`config.mk`:
```
export PLATFORM = sky130hd
export DESIGN_NAME = disp_wr_port
export DESIGN_NICKNAME = d
export VERILOG_FILES = /design/src/rtl/disp_wr_pkg.sv /design/src/rtl/wr_strobe_sync.sv /design/src/rtl/clr_timer.sv /design/src/rtl/disp_store.sv /design/src/rtl/disp_wr_port.sv
export SDC_FILE = /design/constraint.sdc
export NUM_CORES = 1
export LEC_CHECK = 0
export ABC_AREA = 1
export CAP_MARGIN = 20
export CORE_MARGIN = 2
export CORE_UTILIZATION = 38
export CTS_CLUSTER_DIAMETER = 120
export DETAILED_ROUTE_END_ITERATION = 8
export PLACE_DENSITY_LB_ADDON = 0.08
export SLEW_MARGIN = 40
export SYNTH_ARGS = -nofsm -noshare
export SYNTH_HDL_FRONTEND = slang
export SYNTH_HIERARCHICAL = 1
export SYNTH_SLANG_ARGS = --single-unit
```
`constraint.sdc`:
```
create_clock -name clk -period 6.8 [get_ports clk]
set_clock_uncertainty 0.1 [all_clocks]
set_input_delay 1.36 -clock clk [delete_from_list [all_inputs] [get_ports clk]]
set_output_delay 1.36 -clock clk [all_outputs]
set_load 0.005 [all_outputs]
```
`src/rtl/disp_wr_pkg.sv`:
```
package disp_wr_pkg;

    localparam int unsigned DIG_W  = 3;
    localparam int unsigned DIGITS = 1 << DIG_W;
    localparam int unsigned DATA_W = 8;
    localparam logic [DATA_W-1:0] BLANK_CODE = 8'h20;

    typedef enum logic [1:0] {
        REQ_NONE  = 2'd0,
        REQ_CHAR  = 2'd1,
        REQ_CTRL  = 2'd2,
        REQ_FLASH = 2'd3
    } req_kind_e;

    typedef struct packed {
        logic       clr_en;
        logic       lamp_test;
        logic       spare;
        logic       blink_en;
        logic       flash_en;
        logic [2:0] bright;
    } ctrl_word_t;

    typedef struct packed {
        req_kind_e         kind;
        logic [DIG_W-1:0]  digit;
        logic [DATA_W-1:0] data;
    } wr_req_t;

    function automatic req_kind_e classify(input logic cs_n,
                                           input logic flsel_n,
                                           input logic mode);
        if (cs_n)
            return REQ_NONE;
        else if (!flsel_n)
            return REQ_FLASH;
        else if (mode)
            return REQ_CHAR;
        else
            return REQ_CTRL;
    endfunction

endpackage

```
`src/rtl/wr_strobe_sync.sv`:
```
module wr_strobe_sync #(
    parameter int unsigned STAGES = 2
) (
    input  logic clk,
    input  logic rst,
    input  logic wr_n,
    output logic fall
);
    logic [STAGES-1:0] chain;
    logic              prev;

    always_ff @(posedge clk) begin
        if (rst) begin
            chain <= '1;
            prev  <= 1'b1;
        end else begin
            chain <= {chain[STAGES-2:0], wr_n};
            prev  <= chain[STAGES-1];
        end
    end

    assign fall = prev & ~chain[STAGES-1];

    AST_ONE_WRITE_PER_PULSE: assert property (@(posedge clk) disable iff (rst)
        fall |=> !fall);

endmodule

```
`src/rtl/clr_timer.sv`:
```
module clr_timer #(
    parameter int unsigned CLR_CYCLES = 375,
    parameter int unsigned MIN_CYCLES = 20
) (
    input  logic clk,
    input  logic rst,
    input  logic start,
    input  logic stop_req,
    output logic busy
);
    localparam int unsigned CW = $clog2(CLR_CYCLES + 1);
    localparam logic [CW-1:0] LAST_CNT = CW'(CLR_CYCLES - 1);
    localparam logic [CW-1:0] MIN_CNT  = CW'(MIN_CYCLES);

    logic [CW-1:0] cnt;
    logic          may_stop;

    assign may_stop = (cnt >= MIN_CNT);

    always_ff @(posedge clk) begin
        if (rst) begin
            busy <= 1'b0;
            cnt  <= '0;
        end else if (start) begin
            busy <= 1'b1;
            cnt  <= '0;
        end else if (busy) begin
            if (stop_req && may_stop)
                busy <= 1'b0;
            else if (cnt == LAST_CNT)
                busy <= 1'b0;
            else
                cnt <= cnt + 1'b1;
        end
    end

    AST_CNT_IN_WINDOW: assert property (@(posedge clk) disable iff (rst)
        busy |-> (cnt <= LAST_CNT));

    AST_NO_EARLY_END: assert property (@(posedge clk) disable iff (rst)
        $fell(busy) |-> ($past(cnt) >= MIN_CNT));

    AST_STOP_TOO_SOON: assert property (@(posedge clk) disable iff (rst)
        (busy && stop_req && !start && (cnt < MIN_CNT)) |=> busy);

endmodule

```
`src/rtl/disp_store.sv`:
```
module disp_store
    import disp_wr_pkg::*;
(
    input  logic                     clk,
    input  logic                     rst,
    input  wr_req_t                  req,
    input  logic                     busy,
    input  logic                     clr_start,
    input  logic [DIG_W-1:0]         rd_digit,
    output logic [DATA_W-1:0]        rd_char,
    output logic                     rd_flash,
    output logic [DIGITS-1:0]        flash_bits
);
    logic [DATA_W-1:0]        char_mem [DIGITS];
    logic [DIGITS*DATA_W-1:0] all_chars;
    logic                     accept;

    assign accept = !busy;

    for (genvar g = 0; g < DIGITS; g++) begin : g_digit
        logic hit;
        assign hit = (req.digit == DIG_W'(g));

        always_ff @(posedge clk) begin
            if (rst || clr_start)
                char_mem[g] <= BLANK_CODE;
            else if (accept && hit && req.kind == REQ_CHAR)
                char_mem[g] <= req.data;
        end

        always_ff @(posedge clk) begin
            if (rst || clr_start)
                flash_bits[g] <= 1'b0;
            else if (accept && hit && req.kind == REQ_FLASH)
                flash_bits[g] <= req.data[0];
        end

        assign all_chars[g*DATA_W +: DATA_W] = char_mem[g];
    end

    assign rd_char  = char_mem[rd_digit];
    assign rd_flash = flash_bits[rd_digit];

    AST_RESET_BLANKS: assert property (@(posedge clk)
        rst |=> (all_chars == {DIGITS{BLANK_CODE}}) && (flash_bits == '0));

    AST_CLEAR_FILLS: assert property (@(posedge clk) disable iff (rst)
        clr_start |=> (all_chars == {DIGITS{BLANK_CODE}}) && (flash_bits == '0));

    AST_BUSY_FREEZE: assert property (@(posedge clk) disable iff (rst)
        (busy && !clr_start) |=> ($stable(all_chars) && $stable(flash_bits)));

endmodule

```
`src/rtl/disp_wr_port.sv`:
```
module disp_wr_port
    import disp_wr_pkg::*;
#(
    parameter int unsigned CLR_CYCLES  = 375,
    parameter int unsigned MIN_CYCLES  = 20,
    parameter int unsigned SYNC_STAGES = 2
) (
    input  logic                 clk,
    input  logic                 rst,
    input  logic                 cs_n,
    input  logic                 wr_n,
    input  logic                 flsel_n,
    input  logic [3:0]           addr,
    input  logic [7:0]           din,
    input  logic [2:0]           rd_digit,
    output logic [7:0]           rd_char,
    output logic                 rd_flash,
    output logic [7:0]           flash_bits,
    output logic [7:0]           ctrl_word,
    output logic                 clear_busy
);
    logic       wr_fall;
    wr_req_t    req_q;
    ctrl_word_t ctrl_q;
    logic       clr_start;
    logic       clr_stop;

    wr_strobe_sync #(.STAGES(SYNC_STAGES)) i_sync (
        .clk  (clk),
        .rst  (rst),
        .wr_n (wr_n),
        .fall (wr_fall)
    );

    // Capture the bus on the cycle the strobe edge is seen.
    always_ff @(posedge clk) begin
        if (rst) begin
            req_q <= '{kind: REQ_NONE, digit: '0, data: '0};
        end else if (wr_fall) begin
            req_q.kind  <= classify(cs_n, flsel_n, addr[3]);
            req_q.digit <= addr[DIG_W-1:0];
            req_q.data  <= din;
        end else begin
            req_q.kind  <= REQ_NONE;
        end
    end

    assign clr_start = (req_q.kind == REQ_CTRL) &&  req_q.data[DATA_W-1];
    assign clr_stop  = (req_q.kind == REQ_CTRL) && !req_q.data[DATA_W-1];

    always_ff @(posedge clk) begin
        if (rst)
            ctrl_q <= '0;
        else if (req_q.kind == REQ_CTRL)
            ctrl_q <= ctrl_word_t'(req_q.data);
    end

    clr_timer #(
        .CLR_CYCLES (CLR_CYCLES),
        .MIN_CYCLES (MIN_CYCLES)
    ) i_timer (
        .clk      (clk),
        .rst      (rst),
        .start    (clr_start),
        .stop_req (clr_stop),
        .busy     (clear_busy)
    );

    disp_store i_store (
        .clk        (clk),
        .rst        (rst),
        .req        (req_q),
        .busy       (clear_busy),
        .clr_start  (clr_start),
        .rd_digit   (rd_digit),
        .rd_char    (rd_char),
        .rd_flash   (rd_flash),
        .flash_bits (flash_bits)
    );

    assign ctrl_word = ctrl_q;

endmodule

```
==> summary.md <==
| Metric | Value |
|---|---|
| FF+latch count, synth | `106` |
| Skew-Pair Late Insertion Delay | `0.35 ns` |
| Initial DRC count | `288` |
| Startpoint types | `input port` |
| Power per cell area | `206 mW/mm^2` |
| Ports | `46` |
| Reg2reg setup slack | `4.37 ns` |
| Register Area | `0.00276 sq mm` |
| Cts bufs inserted | `9` |
| FFs w/ async S/R, synth | `0` |
| DIE WIDTH | `124 microns` |
| Post-DRT Antenna Nets | `0` |
| WS Path Type | `input port to primary output` |
| Final GP Congestion | `0.855` |
| Setup repair after global routing missed its margin | `no` |
| Hold slack | `0.305 ns` |
| Vias in the first global route | `4077` |
| Worst reg-to-reg path cell count | `6` |
| GR Overflow Total | `0` |
| Die Y | `124 microns` |
| Crit path DAT | `3.93 ns` |
| Worst path required time | `5.34 ns` |
| GRT Total Usage | `0.183` |
| Final wirelength | `13400 microns` |
| Post-synthesis area per instance | `7.74 sq um` |
| Maximum fanout along the worst path | `19` |
| Slew margin rel. | `0.456` |
| Min Tclk post-route | `5.39 ns` |
| Yosys cell types | `30` |
| YS warnings | `6` |
| Final net count | `760` |
| Syn_nets | `726` |
| Sequential share of the synthesized area | `0.507` |
| Gate Count Post-Synth | `703` |
| DR vias | `4312` |
| Filler cell count | `1431` |
| Area Overhead vs Synth | `14.6%` |
| F_max | `186 MHz` |
| Post-CTS Setup Inserts | `0` |
| Period utilization | `0.792` |
| Placeable core area | `0.0139 sq mm` |
| Prevailing post-synth register cell | `edfxtp_1` |
| Wire length of the first global-routing pass | `21000 microns` |
| Multi-input gate area | `0.00212 sq mm` |
| Layout cells sized above 1 | `0.0539` |
| Reg clk slew, reported paths | `0.07 ns` |
| Hold Vio Cnt, Final | `0` |
| Worst-Margin Slew | `0.813 ns` |
| Slew Limit Fails | `0` |
| ANT cells | `0` |
| Status | `completed` |
| Post-CTS Hold Fix Bufs | `0` |
| Post-DP HPWL | `9290 microns` |
| CTS tree | `built` |
| CTS Root Cell | `clkbuf_16` |
| Residual DRC | `0` |
| Largest net degree at the start of global routing | `38` |
| Antenna violations before repair | `0` |
| CTS max path bufs | `2` |
| MaxCap Viol Count | `0` |
| TritonRoute pass-1 iters | `5` |
| Final Power | `1.29 mW` |
| Post-cts resize count | `0` |
| Total Neg Setup Slack | `0 ns` |
| H-tree Lvls | `3` |
| Worst Setup EP | `rd_flash` |
| Crit end category | `primary output` |
| Launch point of the worst reg-to-reg path | `req_q[12]$_SDFF_PP0_` |
| DR vias/cell | `4.68` |
| R2r endpoint | `i_store/char_mem[7][3]$_SDFFCE_PN0P_` |
| Row cnt | `43` |
| Max VDD drop | `0.0862 mV` |
| Full die area | `0.0153 sq mm` |
| Drt wl/cell | `14.5 microns` |
| Num Clock Sinks | `106` |
| Buffers on Ports | `45` |
| Post-Syn Area | `0.00544 sq mm` |
| Static Leakage | `2.61 nW` |
| Setup-failing EPs final | `0` |
| Starting Density | `0.391` |
| Hold Path Class | `flop to flop` |
| Setup crit start | `rd_digit[1]` |
| Post-synth EDFFs | `64` |
==> power breakdown <==
group          total [mW]  internal [mW]  switching, mW
sequential          0.705          0.695        0.00913
combinational       0.114         0.0398         0.0741
clock               0.467          0.247          0.220
==> worst max-delay path, cell delays in order <==
cell             delay [ns]
clkdlybuf4s50_1        1.00
clkinv_1               0.66
nand3_1                0.25
nand2_1                0.08
nand2_1                0.06
nand2_1                0.06
clkdlybuf4s50_1        0.46
==> state kept, by name, indices dropped and copies added, names as in the netlist <==
signal and flops:
i_store/char_mem 64, req_q 13, i_timer/cnt 9, ctrl_word 8, i_store/flash_bits 8, i_sync/chain 2
i_sync/prev 1, i_timer/busy 1
==> Yosys cell counts (2+ instances only) <==
cell type,count,area [sq um]
a21oi_1,11,55.1
buf_2,12,60.1
buf_4,5,37.5
buf_6,3,33.8
clkbuf_1,3,11.3
clkinv_1,5,18.8
dfxtp_1,42,841
edfxtp_1,64,1920
ha_1,3,37.5
inv_1,102,383
inv_2,3,11.3
nand2_1,215,807
nand3_1,61,305
nand3_2,3,30.0
nand3b_1,2,15.0
nand4_1,6,37.5
nand4_4,5,106
nor2_1,122,458
nor2_2,8,50.1
nor2_8,3,60.1
o21ai_0,10,50.1
o21ai_1,3,15.0
or2_1,5,31.3
==> layout make-up <==
| cell class | count | share of cell area |
|---|---|---|
| multi-input cells | 463 | 0.340 |
| repair buffers | 46 | 0.0734 |
| clock inverters | 3 | 0.00261 |
| well taps | 180 | 0.0361 |
| flip-flops and latches | 106 | 0.443 |
| clock buffers | 13 | 0.0385 |
| inverters | 111 | 0.0672 |
==> layout by cell type (no fill, tap or decap), drive strengths merged <==
master / n
a21oi: 12
buf: 1
clkbuf: 13
clkdlybuf4s50: 45
clkinv: 7
clkinvlp: 1
dfxtp: 42
edfxtp: 64
ha: 3
inv: 106
nand2: 216
nand3: 65
nand3b: 2
nand4: 11
nor2: 134
o21ai: 14
or2: 5
xor2: 1
==> metrics by stage <==
step / utilization / cells / instance area [sq um] / setup WS [ns]
2_1_floorplan: - / 703 / 5440 / 3.25
3_3_place_gp: 0.429 / 906 / 5980 / 1.52
3_5_place_dp: 0.429 / 906 / 5980 / 1.38
4_1_cts: 0.448 / 922 / 6240 / 1.36
5_1_grt: 0.448 / 922 / 6240 / 1.21
6_report: 0.448 / 922 / 6240 / 1.41
==> per-layer routing <==
metal | part of all wire | wire [microns] | vias to the layer above | track usage
li1 | - | - | 2246 | -
met1 | 0.48 | 6390 | 1971 | 0.244
met2 | 0.47 | 6290 | 83 | 0.306
met3 | 0.037 | 499 | 12 | 0.0252
met4 | 0.013 | 180 | 0 | 0.0625
met5 | 0 | 0 | - | 0
==> how the worst min path moves through the flow <==
stage,start,endpoint,slack (ns),depth (start not counted)
after global routing,i_sync/chain[0]$_SDFF_PP1_,i_sync/chain[1]$_SDFF_PP1_,0.33,2
after global placement,i_sync/chain[0]$_SDFF_PP1_,i_sync/chain[1]$_SDFF_PP1_,0.28,2
after detailed placement,i_sync/chain[0]$_SDFF_PP1_,i_sync/chain[1]$_SDFF_PP1_,0.29,2
final,i_sync/chain[0]$_SDFF_PP1_,i_sync/chain[1]$_SDFF_PP1_,0.31,2
after CTS,i_sync/chain[0]$_SDFF_PP1_,i_sync/chain[1]$_SDFF_PP1_,0.31,2
after floorplan,i_sync/chain[0]$_SDFF_PP1_,i_sync/chain[1]$_SDFF_PP1_,0.28,2
==> kinds of logic after synthesis <==
logic type               share of synthesized area
AND/OR/NAND/NOR                              0.356
adder cells (fa/ha/maj)                    0.00690
flip-flops                                   0.507
XOR/XNOR                                   0.00161
buffers and inverters                        0.103
AO/OA/AOI/OAI                               0.0253
Note: power is estimated with default switching activity, not from simulation.
